`src/rtl/ticker_pkg.sv`:
```
// Shared widths and types for the date ticker.
// Assumes BCD-style 4-bit digit codes and 7-segment displays.
package ticker_pkg;
    localparam int DIGIT_W  = 4;
    localparam int NUM_DISP = 4;
    localparam int SEG_W    = 7;
    localparam int DATE_W   = DIGIT_W * NUM_DISP;

    typedef logic [DIGIT_W-1:0] digit_t;
    typedef logic [SEG_W-1:0]   seg_t;
endpackage

```
`src/rtl/step_edge.sv`:
```
// Synchronises the manual step switch and emits a one-cycle pulse on its
// rising edge. Assumes the switch is already debounced. Latency from the
// first sampling edge to the pulse is SYNC_STAGES-1 cycles.
module step_edge #(
    parameter int SYNC_STAGES = 2
) (
    input  logic clk,
    input  logic rst_n,
    input  logic sw_in,
    output logic pulse
);
    localparam int LAST = SYNC_STAGES;

    logic [LAST:0] sh;

    // Sample chain: synchroniser stages followed by one history stage.
    always_ff @(posedge clk) begin
        if (!rst_n) sh <= '0;
        else        sh <= {sh[LAST-1:0], sw_in};
    end

    assign pulse = sh[LAST-1] & ~sh[LAST];

    // a held switch never yields two back-to-back pulses
    p_pulse_single_r6: assert property (@(posedge clk) disable iff (!rst_n)
        pulse |=> !pulse);
endmodule

```
`src/rtl/plane_ring.sv`:
```
// One bit-plane ring: stage j holds this bit weight of display j's digit.
// On advance, stage j takes stage j-1 and stage 0 takes the last stage.
// Assumes INIT is fixed at elaboration; reset is synchronous, active low.
module plane_ring #(
    parameter int          STAGES = 4,
    parameter logic [STAGES-1:0] INIT = '0
) (
    input  logic              clk,
    input  logic              rst_n,
    input  logic              adv,
    output logic [STAGES-1:0] q
);
    // Ring update: reload on reset, rotate toward higher stages on advance.
    always_ff @(posedge clk) begin
        if (!rst_n)   q <= INIT;
        else if (adv) q <= {q[STAGES-2:0], q[STAGES-1]};
    end

    // contents held when no advance
    p_hold_r7: assert property (@(posedge clk) disable iff (!rst_n)
        !adv |=> $stable(q));
    // reset reloads the initial plane
    p_reload_r8: assert property (@(posedge clk)
        !rst_n |=> (q == INIT));
endmodule

```
`src/rtl/seg_decoder.sv`:
```
// Converts a 4-bit code to active-low segments ordered gfedcba.
// Covers 0-9 and A-F; purely combinational.
module seg_decoder
    import ticker_pkg::*;
(
    input  digit_t code,
    output seg_t   seg_n
);
    seg_t lit;

    // Lookup of lit segments (1 = on) for each code.
    always_comb begin
        case (code)
            4'h0: lit = 7'b0111111;
            4'h1: lit = 7'b0000110;
            4'h2: lit = 7'b1011011;
            4'h3: lit = 7'b1001111;
            4'h4: lit = 7'b1100110;
            4'h5: lit = 7'b1101101;
            4'h6: lit = 7'b1111101;
            4'h7: lit = 7'b0000111;
            4'h8: lit = 7'b1111111;
            4'h9: lit = 7'b1101111;
            4'hA: lit = 7'b1110111;
            4'hB: lit = 7'b1111100;
            4'hC: lit = 7'b0111001;
            4'hD: lit = 7'b1011110;
            4'hE: lit = 7'b1111001;
            default: lit = 7'b1110001;
        endcase
    end

    assign seg_n = ~lit;
endmodule

```
`src/rtl/digit_ticker.sv`:
```
// Four-display rotating date ticker. Digits are stored transposed in
// DIGIT_W bit-plane rings; one step moves each digit up one display.
// Assumes DATE_BCD lists display 0's digit in its top nibble.
module digit_ticker
    import ticker_pkg::*;
#(
    parameter logic [DATE_W-1:0] DATE_BCD    = 16'h0323,
    parameter int                SYNC_STAGES = 2
) (
    input  logic       clk,
    input  logic       rst_n,
    input  logic       step_sw,
    output logic [6:0] seg_disp0,
    output logic [6:0] seg_disp1,
    output logic [6:0] seg_disp2,
    output logic [6:0] seg_disp3
);
    // Bit plane k initial value: bit j = bit k of display j's date digit.
    function automatic logic [NUM_DISP-1:0] plane_init(input int k);
        logic [NUM_DISP-1:0] v;
        for (int j = 0; j < NUM_DISP; j++)
            v[j] = DATE_BCD[(NUM_DISP-1-j)*DIGIT_W + k];
        return v;
    endfunction

    logic                step_pulse;
    logic [NUM_DISP-1:0] plane [DIGIT_W];
    digit_t              digit [NUM_DISP];
    seg_t                seg   [NUM_DISP];

    step_edge #(.SYNC_STAGES(SYNC_STAGES)) u_step (
        .clk   (clk),
        .rst_n (rst_n),
        .sw_in (step_sw),
        .pulse (step_pulse)
    );

    for (genvar k = 0; k < DIGIT_W; k++) begin : g_plane
        plane_ring #(.STAGES(NUM_DISP), .INIT(plane_init(k))) u_ring (
            .clk   (clk),
            .rst_n (rst_n),
            .adv   (step_pulse),
            .q     (plane[k])
        );
    end

    for (genvar j = 0; j < NUM_DISP; j++) begin : g_disp
        for (genvar k = 0; k < DIGIT_W; k++) begin : g_bit
            assign digit[j][k] = plane[k][j];
        end
        seg_decoder u_dec (
            .code  (digit[j]),
            .seg_n (seg[j])
        );
    end

    assign seg_disp0 = seg[0];
    assign seg_disp1 = seg[1];
    assign seg_disp2 = seg[2];
    assign seg_disp3 = seg[3];

    // a step carries the last display's digit into display 0
    p_wrap_r3: assert property (@(posedge clk) disable iff (!rst_n)
        step_pulse |=> (digit[0] == $past(digit[NUM_DISP-1])));
    // a step carries display 0's digit into display 1
    p_shift_r3: assert property (@(posedge clk) disable iff (!rst_n)
        step_pulse |=> (digit[1] == $past(digit[0])));
endmodule

```
`config.mk`:
```
export PLATFORM = sky130hd
export DESIGN_NAME = digit_ticker
export DESIGN_NICKNAME = d
export VERILOG_FILES = /design/src/rtl/ticker_pkg.sv /design/src/rtl/step_edge.sv /design/src/rtl/plane_ring.sv /design/src/rtl/seg_decoder.sv /design/src/rtl/digit_ticker.sv
export SDC_FILE = /design/constraint.sdc
export NUM_CORES = 1
export LEC_CHECK = 0
export ABC_AREA = 1
export BUFFER_PORTS_ARGS = -buffer_cell sky130_fd_sc_hd__buf_2
export CORE_MARGIN = 8
export CORE_UTILIZATION = 45
export CTS_CLUSTER_DIAMETER = 150
export DETAILED_ROUTE_END_ITERATION = 16
export PLACE_DENSITY_LB_ADDON = 0.2
export SYNTH_ARGS = -nofsm -noshare
export SYNTH_HDL_FRONTEND = slang
export SYNTH_SLANG_ARGS = --single-unit
```
`constraint.sdc`:
```
create_clock -name clk -period 3 [get_ports clk]
set_input_delay 0.15 -clock clk [delete_from_list [all_inputs] [get_ports clk]]
set_output_delay 0.15 -clock clk [all_outputs]
set_load 0.01 [all_outputs]
```
==> metrics.md, run 1 <==
| Metric | Value |
|---|---|
| Pre-antenna DRT Iters | 4 |
| Fin. max-slew vios | 0 |
| Row count | 28 |
| Final worst path period need | 2.148 ns |
| Fmax | 465.5 MHz |
| Largest net degree at the start of global routing | 22 |
| Worst IR Drop VDD | 201.1 uV |
| Clk slew on worst S/H paths | 0.09 ns |
| Core area | 5851 um2 |
| Layout cells sized above 1 | 0.1602 |
| GPL Wtd Cong | 0.8314 |
| ANT nets after route | 0 |
| Worst-margin pin slew | 0.4145 ns |
| Normalized max-slew margin | 0.7237 |
| Register area share after synthesis | 0.3501 |
| I/O Buffers | 30 |
| Wl on met1 | 2421 um |
| Grt ovf | 0 |
| Crit Path Max Fanout | 15 |
| Fillers | 578 |
| TNS Setup | 0 ns |
| Critical Path Start | u_step.sh[1]$_SDFF_PN0_ |
| RSZ-0062 raised after global routing | no |
| Static Leakage | 0.001753 uW |
| Mapped Cells | 380 |
| Worst r2r dst | g_disp[3].u_dec.lit[4]$_DFF_P_ |
| Hold path startpoint | step_sw |
| Syn avg cell area | 7.073 um2 |
| Syn nets | 411 |
| Insertion delay to the later sink of the worst-skew pair | 0.30 ns |
| Via density | 4.575 |
| Initial antenna violation count | 0 |
| Post-DP HPWL | 3765 um |
| Synth Cell Area | 2688 um2 |
| CP startpoint kind | flip-flop |
| Num Clock Sinks | 47 |
| Area of the die | 8701 um2 |
| Setup crit end | g_disp[3].u_dec.lit[4]$_DFF_P_ |
| RR Startpoint | u_step.sh[1]$_SDFF_PN0_ |
| Max-cap violations | 0 |
| Cts repair resizes | 0 |
| Yosys warning count | 0 |
| FF-to-FF path depth | 11 |
| Die Wd | 93.28 um |
| Worst path top cell family by delay | simple AND/OR/NAND/NOR gates |
| Synth cell types | 21 |
| Area occupied by registers | 940.9 um2 |
| Clk buf depth | 2 |
| Top cells by area, synth | dfxtp_1 (35%), nand2_1 (16%), ha_1 (13%) |
| CP Cell Sequence | inv_2, nor2_4, nor2_1, nor2_4, inv_1, ha_1, or2_2, nand2_1, nand2_1, nand2_1, nand2_1 |
| Detailed Route Iter0 Violations | 81 |
| Kind of critical path | reg2reg |
| Number of nets in the layout | 442 |
| Buf+Inv Stages, Crit Path | 2 |
| Final core area utilization | 0.5105 |
| IO Count | 31 |
| Num CTS Buffers | 5 |
| Via count | 2228 |
| Slowest-stage cell, CP | dfxtp_1 |
| Most used cell along the critical path | nand2_1 |
| First-pass GRT wire length | 9370 um |
| Cell taking the most area after synthesis | dfxtp_1 |
| Vias in the first global route | 2132 |
| Diodes inserted | 0 |
| Routed wire per std cell | 10.20 um |
| CTS tree | built |
| Cell Pwr Density | 454.9 nW/um2 |
| DR WL met2 | 2258 um |
| Critical Path End Type | flip-flop |
| Final hold viol count | 0 |
| Global-route usage over all layers | 0.1286 |
| H-tree depth | 2 |
| Remaining DRCs | 0 |
| Final Skew | 0.005425 ns |
| Outcome | finished clean |
| CTS Hold Bufs | 0 |
| Setup bufs post-CTS | 0 |
| Worst min path class | in2reg |
| Data required time of the worst path | 3.20 ns |
| Area of the multi-input gates | 1383 um2 |
| Die Y | 93.28 um |
| Synth top area share | 0.3501 |
| Area growth syn-to-layout | 11.13% |
| Clk root buf | clkbuf_8 |
| DR WL met3 | 216 um |
| Total Wirelength | 4968 um |
| R2R setup slack | 0.85 ns |
| Starting Density | 0.4594 |
| Crit path DAT | 2.35 ns |
| Synthesized flop and latch total | 47 |
| Final Cycle Share | 0.7160 |
| Critical Path Max Stage Delay | 0.55 ns |
| Critical path depth | 11 |
| # setup viols final | 0 |
| Uppermost routed layer | met4 |
[state kept, by name, summed over array words and instances (netlist names)]
name              cells
u_step.sh             3
g_disp.u_dec.lit     28
g_plane.u_ring.q     16
[cells in the mapped netlist]
library cell / count
nand2_1: 117
inv_1: 75
nand3_1: 51
dfxtp_1: 47
ha_1: 28
nand4_1: 12
o21ai_0: 8
inv_2: 6
nand3_2: 6
nor2_1: 6
nor2_4: 5
nor2_2: 4
buf_2: 3
buf_6: 3
nand2_2: 3
buf_4: 1
clkbuf_1: 1
nand2_4: 1
nand3_4: 1
o21ai_1: 1
or2_2: 1
[placed cells by master (no fill, tap or decap), types with 7 or more instances in the layout]
cell	count
clkbuf_8	7
inv_1	75
o21ai_0	8
ha_1	28
nand3_1	51
buf_2	30
dfxtp_1	47
nand2_1	117
nand4_1	12
[power breakdown]
part / leakage (uW) / internal [uW] / switching (uW) / total [uW]
combinational: 0.00131 / 91.0 / 164 / 255
clock: 0.0000515 / 211 / 203 / 414
sequential: 0.000388 / 675 / 15.6 / 690
total: 0.00175 / 976 / 382 / 1360
[per-stage QoR]
stage               instance area [um2]  total power (uW)  hold slack, ns  setup WS (ns)  cells
floorplan                          2688             892.6          0.2476          1.190    380
global placement                   2887             960.1          0.3313         0.9451    479
detailed placement                 2887             964.3          0.3353         0.8447    479
CTS                                2987              1387         0.01829         0.8391    487
global route                       2987              1458         0.04499         0.5708    487
finish                             2987              1359         0.03103         0.8520    487
[logic make-up after synthesis]
| kind of cell | synth area share |
|---|---|
| DFF | 0.3501 |
| buffers and inverters | 0.1355 |
| adders and majority gates | 0.1304 |
| AOI/OAI and AO/OA | 0.01676 |
| and+or+nand+nor | 0.3673 |
[how the worst min path moves through the flow]
stage | to | slack [ns] | depth (start not counted)
finish | u_step.sh[0]$_SDFF_PN0_ | 0.03 | 3
global route | u_step.sh[0]$_SDFF_PN0_ | 0.04 | 3
CTS | u_step.sh[0]$_SDFF_PN0_ | 0.02 | 3
detailed placement | u_step.sh[0]$_SDFF_PN0_ | 0.34 | 3
global placement | u_step.sh[0]$_SDFF_PN0_ | 0.33 | 3
floorplan | u_step.sh[0]$_SDFF_PN0_ | 0.25 | 2
[final cells by class]
type	instances	share of cell area
timing repair buffer	32	0.05530
sequential	47	0.3150
multi-input combinational	244	0.4629
clock buffer	8	0.03351
inverter	81	0.1018
tap	75	0.03142
[worst reg2reg max path, cell delays in order, from the launching register on]
cell and delay [ns]:
dfxtp_1 0.55, inv_2 0.08, nor2_4 0.29, nor2_1 0.12
nor2_4 0.22, inv_1 0.12, ha_1 0.20, or2_2 0.27
nand2_1 0.06, nand2_1 0.05, nand2_1 0.05, nand2_1 0.04
[layer usage]
metal / track usage / vias up
li1: - / 1217
met5: 0 / -
met4: 0.04966 / 0
met1: 0.1599 / 976
met2: 0.2086 / 29
met3: 0.03125 / 6
Power figures use the tool's default switching activity.
==> inputs of run 2 (changes only) <==
--- a/config.mk
+++ b/config.mk
@@ -5,7 +5,7 @@
 export SDC_FILE = /design/constraint.sdc
 export NUM_CORES = 1
 export LEC_CHECK = 0
-export ABC_AREA = 1
+export ABC_AREA = 0
 export BUFFER_PORTS_ARGS = -buffer_cell sky130_fd_sc_hd__buf_2
 export CORE_MARGIN = 8
 export CORE_UTILIZATION = 45
==> constraint.sdc (replaced) <==
create_clock -name clk -period 2.1 [get_ports clk]
set_input_delay 0.105 -clock clk [delete_from_list [all_inputs] [get_ports clk]]
set_output_delay 0.105 -clock clk [all_outputs]
set_load 0.01 [all_outputs]
==> metrics.md, run 2 <==
| Metric | Value |
|---|---|
| Outcome | finished clean |
| Clk slew on worst S/H paths | 0.09 ns |
| Number of nets in the layout | 344 |
| IO Count | 31 |
| Grt ovf | 0 |
| Synth cell types | 37 |
| Static Leakage | 0.001587 uW |
| Final Skew | 0.004014 ns |
| Insertion delay to the later sink of the worst-skew pair | 0.29 ns |
| GPL Wtd Cong | 0.8051 |
| Largest net degree at the start of global routing | 25 |
| RSZ-0062 raised after global routing | no |
| Crit Path Max Fanout | 17 |
| Ys flop type | dfxtp_1 |
| Max FFs per register | 28 |
| Layout cells sized above 1 | 0.2580 |
| Most frequent cells in the layout | inv_1 (47), dfxtp_1 (47), buf_2 (30), ha_1 (28), nand2_1 (24) |
| Pre-antenna DRT Iters | 4 |
| Fin area | 2983 um2 |
| Final core area utilization | 0.5351 |
| Critical Path Max Stage Delay | 0.42 ns |
| Placed instance area | 2831 um2 |
| Remaining DRCs | 0 |
| Vias in the first global route | 1760 |
| Data required time of the worst path | 2.32 ns |
| Diodes inserted | 0 |
| Kind of critical path | reg2reg |
| Fillers | 548 |
| Via density | 4.813 |
| Max-cap violations | 0 |
| EDFF count, synth | 0 |
| TNS Setup | 0 ns |
| Starting Density | 0.4691 |
| Cell Pwr Density | 557.3 nW/um2 |
| Top cells by area, synth | dfxtp_1 (36%), ha_1 (13%), mux2i_1 (8.4%) |
| Syn nets | 298 |
| Slowest-stage cell, CP | dfxtp_1 |
| Placed cell count | 369 |
| Num CTS Buffers | 5 |
| Synthesized flop and latch total | 47 |
| Area of the die | 8506 um2 |
| Clk root buf | clkbuf_8 |
| H-tree depth | 2 |
| CP startpoint kind | flip-flop |
| Final Cycle Share | 0.9208 |
| Die Wd | 92.23 um |
| Post-DP HPWL | 3473 um |
| CP Cell Sequence | and2b_4, nor2_2, a31oi_4, inv_1, ha_1, mux2_2, a32oi_1 |
| Final worst path period need | 1.934 ns |
| CTS tree | built |
| Initial antenna violation count | 0 |
| Synth Cell Area | 2615 um2 |
| Num Clock Sinks | 47 |
| Commonest cells in the netlist | dfxtp_1 (47), inv_1 (47), ha_1 (28) |
| Final hold viol count | 0 |
| Via count | 1858 |
| Area growth syn-to-layout | 14.07% |
| Overall Power | 1662 uW |
| Buf+Inv Stages, Crit Path | 1 |
| Fmax | 517.1 MHz |
| Detailed Route Iter0 Violations | 53 |
| Cell taking the most area after synthesis | dfxtp_1 |
| Worst min path class | in2reg |
| Critical Path End Type | flip-flop |
| Worst path top cell family by delay | simple AND/OR/NAND/NOR gates |
| I/O Buffers | 30 |
| Global-route usage over all layers | 0.1138 |
| Syn avg cell area | 9.794 um2 |
| ANT nets after route | 0 |
| Normalized max-slew margin | 0.7253 |
| Clk buf depth | 2 |
| Async SR Flop Fraction | 0 |
| Worst-margin pin slew | 0.4035 ns |
| Total Wirelength | 4680 um |
| Fin. max-slew vios | 0 |
| # setup viols final | 0 |
| Mapped Cells | 267 |
| Routed wire per std cell | 12.12 um |
| Die Y | 92.23 um |
| Worst IR Drop VDD | 323.0 uV |
| Row count | 27 |
| Yosys warning count | 0 |
| Core area | 5574 um2 |
| Crit path DAT | 2.15 ns |
| Register area share after synthesis | 0.3598 |
| Synth top area share | 0.3598 |
| Layout Cells excl Fill | 386 |
| First-pass GRT wire length | 8100 um |
[run 2: final timing paths]
check                           slack, ns  cells after the start                    start                             end
worst max-delay path                 0.17                      7  u_step.sh[1]$_SDFF_PN0_  g_disp[2].u_dec.lit[6]$_DFF_P_
worst min register to register       0.44                      1  u_step.sh[0]$_SDFF_PN0_         u_step.sh[1]$_SDFF_PN0_
worst max register to register       0.17                      7  u_step.sh[1]$_SDFF_PN0_  g_disp[2].u_dec.lit[6]$_DFF_P_
worst min-delay path                 0.01                      2                  step_sw         u_step.sh[0]$_SDFF_PN0_
[run 2: power breakdown]
group | switching [uW] | leakage (uW) | total [uW] | internal (uW)
Clock | 299 | 0.0000422 | 534 | 234
Sequential | 10.9 | 0.000383 | 931 | 920
Combinational | 106 | 0.00116 | 198 | 92.1
Total | 416 | 0.00159 | 1660 | 1250
[run 2: timing repair]
item                                    4_1_cts  5_1_grt
buffers inserted                              3        6
gates resized for setup                       0        1
endpoints found under the setup margin        1        6
pin swaps                                     1        1
hold buffers                                  0        0
[run 2: layout make-up]
cell class,count,area (um2),area share
multi-input cells,158,1380,0.4627
flip-flops and latches,47,940.9,0.3154
repair buffers,49,292.8,0.09815
inverters,52,197.7,0.06628
well taps,72,90.09,0.03020
clock buffers,7,76.32,0.02559
clock inverters,1,5.005,0.001678
[run 2: per-layer routing]
layer	share of wire	vias to the layer above	track usage
met5	0	-	0
met4	0.0090	0	0.04027
met3	0.035	5	0.02526
met2	0.46	26	0.1824
met1	0.50	855	0.1461
li1	-	972	-
[run 2: logic make-up after synthesis]
| logic type | share of synthesized area |
|---|---|
| AO/OA/AOI/OAI | 0.1057 |
| multiplexers | 0.1804 |
| XOR/XNOR | 0.01340 |
| buffers and inverters | 0.1134 |
| AND/OR/NAND/NOR | 0.09331 |
| flip-flops | 0.3598 |
| adder cells (fa/ha/maj) | 0.1340 |
[run 2: metrics by stage]
stage	setup WS (ns)	hold slack, ns
2_1_floorplan	0.1264	0.2323
3_3_place_gp	0.1026	0.3128
3_5_place_dp	0.03575	0.3161
4_1_cts	0.06440	0.003294
5_1_grt	0.02505	0.01341
6_report	0.1662	0.009949
==> inputs of run 3 (changes only) <==
--- a/config.mk
+++ b/config.mk
@@ -11,7 +11,7 @@
 export CORE_UTILIZATION = 45
 export CTS_CLUSTER_DIAMETER = 150
 export DETAILED_ROUTE_END_ITERATION = 16
-export PLACE_DENSITY_LB_ADDON = 0.2
+export PLACE_DENSITY_LB_ADDON = 0.3
 export SYNTH_ARGS = -nofsm -noshare
 export SYNTH_HDL_FRONTEND = slang
 export SYNTH_SLANG_ARGS = --single-unit
==> metrics.md, run 3 (synthesized netlist as in run 2, its figures left out) <==
| Metric | Value |
|---|---|
| Insertion delay to the later sink of the worst-skew pair | 0.29 ns |
| Final core area utilization | 0.5380 |
| Crit path DAT | 2.21 ns |
| Crit Path Max Fanout | 15 |
| Max-cap violations | 0 |
| Remaining DRCs | 0 |
| Area occupied by registers | 940.9 um2 |
| H-tree depth | 2 |
| Die Wd | 92.23 um |
| Starting Density | 0.4691 |
| Global-route usage over all layers | 0.1105 |
| Core area | 5574 um2 |
| Initial antenna violation count | 0 |
| R2R setup slack | 0.11 ns |
| Cts repair resizes | 0 |
| Fin. max-slew vios | 0 |
| Cell Pwr Density | 573.1 nW/um2 |
| CTS tree | built |
| Fillers | 530 |
| Slowest-stage cell, CP | o211ai_1 |
| Worst IR Drop VDD | 393.8 uV |
| Pre-antenna DRT Iters | 6 |
| Routed wire per std cell | 12.08 um |
| Setup bufs post-CTS | 0 |
| Most used cell along the critical path | o211ai_1 |
| Hold slack final | 0.01527 ns |
| Clk buf depth | 2 |
| Detailed Route Iter0 Violations | 45 |
| Fmax | 502.6 MHz |
| Die Y | 92.23 um |
| Critical Path Max Stage Delay | 0.48 ns |
| # setup viols final | 0 |
| Worst min path class | in2reg |
| Fin area | 2999 um2 |
| CP Cell Sequence | and2b_4, o211ai_1, inv_1, ha_1, or3_1, o211ai_1 |
| Final worst path period need | 1.990 ns |
| Num Clock Sinks | 47 |
| Via count | 1815 |
| Area of the multi-input gates | 1378 um2 |
| DR WL met2 | 2190 um |
| Layout cells sized above 1 | 0.2580 |
| Static Leakage | 0.001601 uW |
| Diodes inserted | 0 |
| Number of nets in the layout | 344 |
| ANT nets after route | 0 |
| DR WL met3 | 167 um |
| Placed instance area | 2839 um2 |
| GPL Wtd Cong | 0.8362 |
| Uppermost routed layer | met4 |
| Outcome | finished clean |
| Clk root buf | clkbuf_8 |
| Area growth syn-to-layout | 14.69% |
| Largest net degree at the start of global routing | 27 |
| Via density | 4.702 |
| Vias in the first global route | 1734 |
| Data required time of the worst path | 2.32 ns |
| Row count | 27 |
| Final Skew | 0.004950 ns |
| I/O Buffers | 30 |
| Clk slew on worst S/H paths | 0.08 ns |
| Most frequent cells in the layout | inv_1 (47), dfxtp_1 (47), buf_2 (30), ha_1 (28), nand2_1 (24) |
| Grt ovf | 0 |
| Post-DP HPWL | 3462 um |
| First-pass GRT wire length | 7866 um |
| Num CTS Buffers | 5 |
| CTS Hold Bufs | 0 |
| Area of the die | 8506 um2 |
| CP startpoint kind | flip-flop |
| Kind of critical path | reg2reg |
| Max FFs per register | 28 |
| Critical Path End Type | flip-flop |
| IO Count | 31 |
| Wl on met1 | 2263 um |
| Total Wirelength | 4662 um |
| Placed cell count | 370 |
| Normalized max-slew margin | 0.6248 |
| Final hold viol count | 0 |
| Worst-margin pin slew | 0.5604 ns |
| Layout Cells excl Fill | 386 |
| Final Cycle Share | 0.9475 |
==> run 3: layout make-up <==
type                       instances  area share
clock buffer                       8     0.03338
tap                               72     0.03004
sequential                        47      0.3137
timing repair buffer              49     0.09762
multi-input combinational        158      0.4593
inverter                          52     0.06592
==> run 3: routing by layer <==
| metal | GRT usage | vias to the layer above |
|---|---|---|
| met4 | 0.02819 | 0 |
| met2 | 0.1871 | 20 |
| li1 | - | 965 |
| met5 | 0 | - |
| met3 | 0.03097 | 5 |
| met1 | 0.1338 | 825 |
==> run 3: per-stage QoR <==
step	power, uW	setup TNS (ns)	worst slack [ns]
after floorplan	1088	0	0.1264
after global routing	1813	-0.008149	-0.008149
final	1719	0	0.1102
after global placement	1135	0	0.09860
after CTS	1735	0	0.03694
after detailed placement	1140	0	0.06909
==> run 3: final timing paths <==
path | from | end | cells past startpoint
worst max-delay path | u_step.sh[2]$_SDFF_PN0_ | g_disp[1].u_dec.lit[0]$_DFF_P_ | 6
worst min-delay path | step_sw | u_step.sh[0]$_SDFF_PN0_ | 2
worst max register to register | u_step.sh[2]$_SDFF_PN0_ | g_disp[1].u_dec.lit[0]$_DFF_P_ | 6
worst min register to register | u_step.sh[0]$_SDFF_PN0_ | u_step.sh[1]$_SDFF_PN0_ | 1
==> run 3: where the power goes <==
| group | switching (uW) | total [uW] | internal [uW] |
|---|---|---|---|
| registers | 10.7 | 931 | 920 |
| clock network | 291 | 592 | 301 |
| logic | 106 | 196 | 90.3 |
| total | 408 | 1720 | 1310 |
==> run 3: worst max-delay path: cells and delay by family (launching register included) <==
kind            cells  cell delay (ns)
flops               1             0.34
fa+ha+maj           1             0.24
buf+inv             1             0.14
compound gates      2             0.58
simple gates        2             0.61
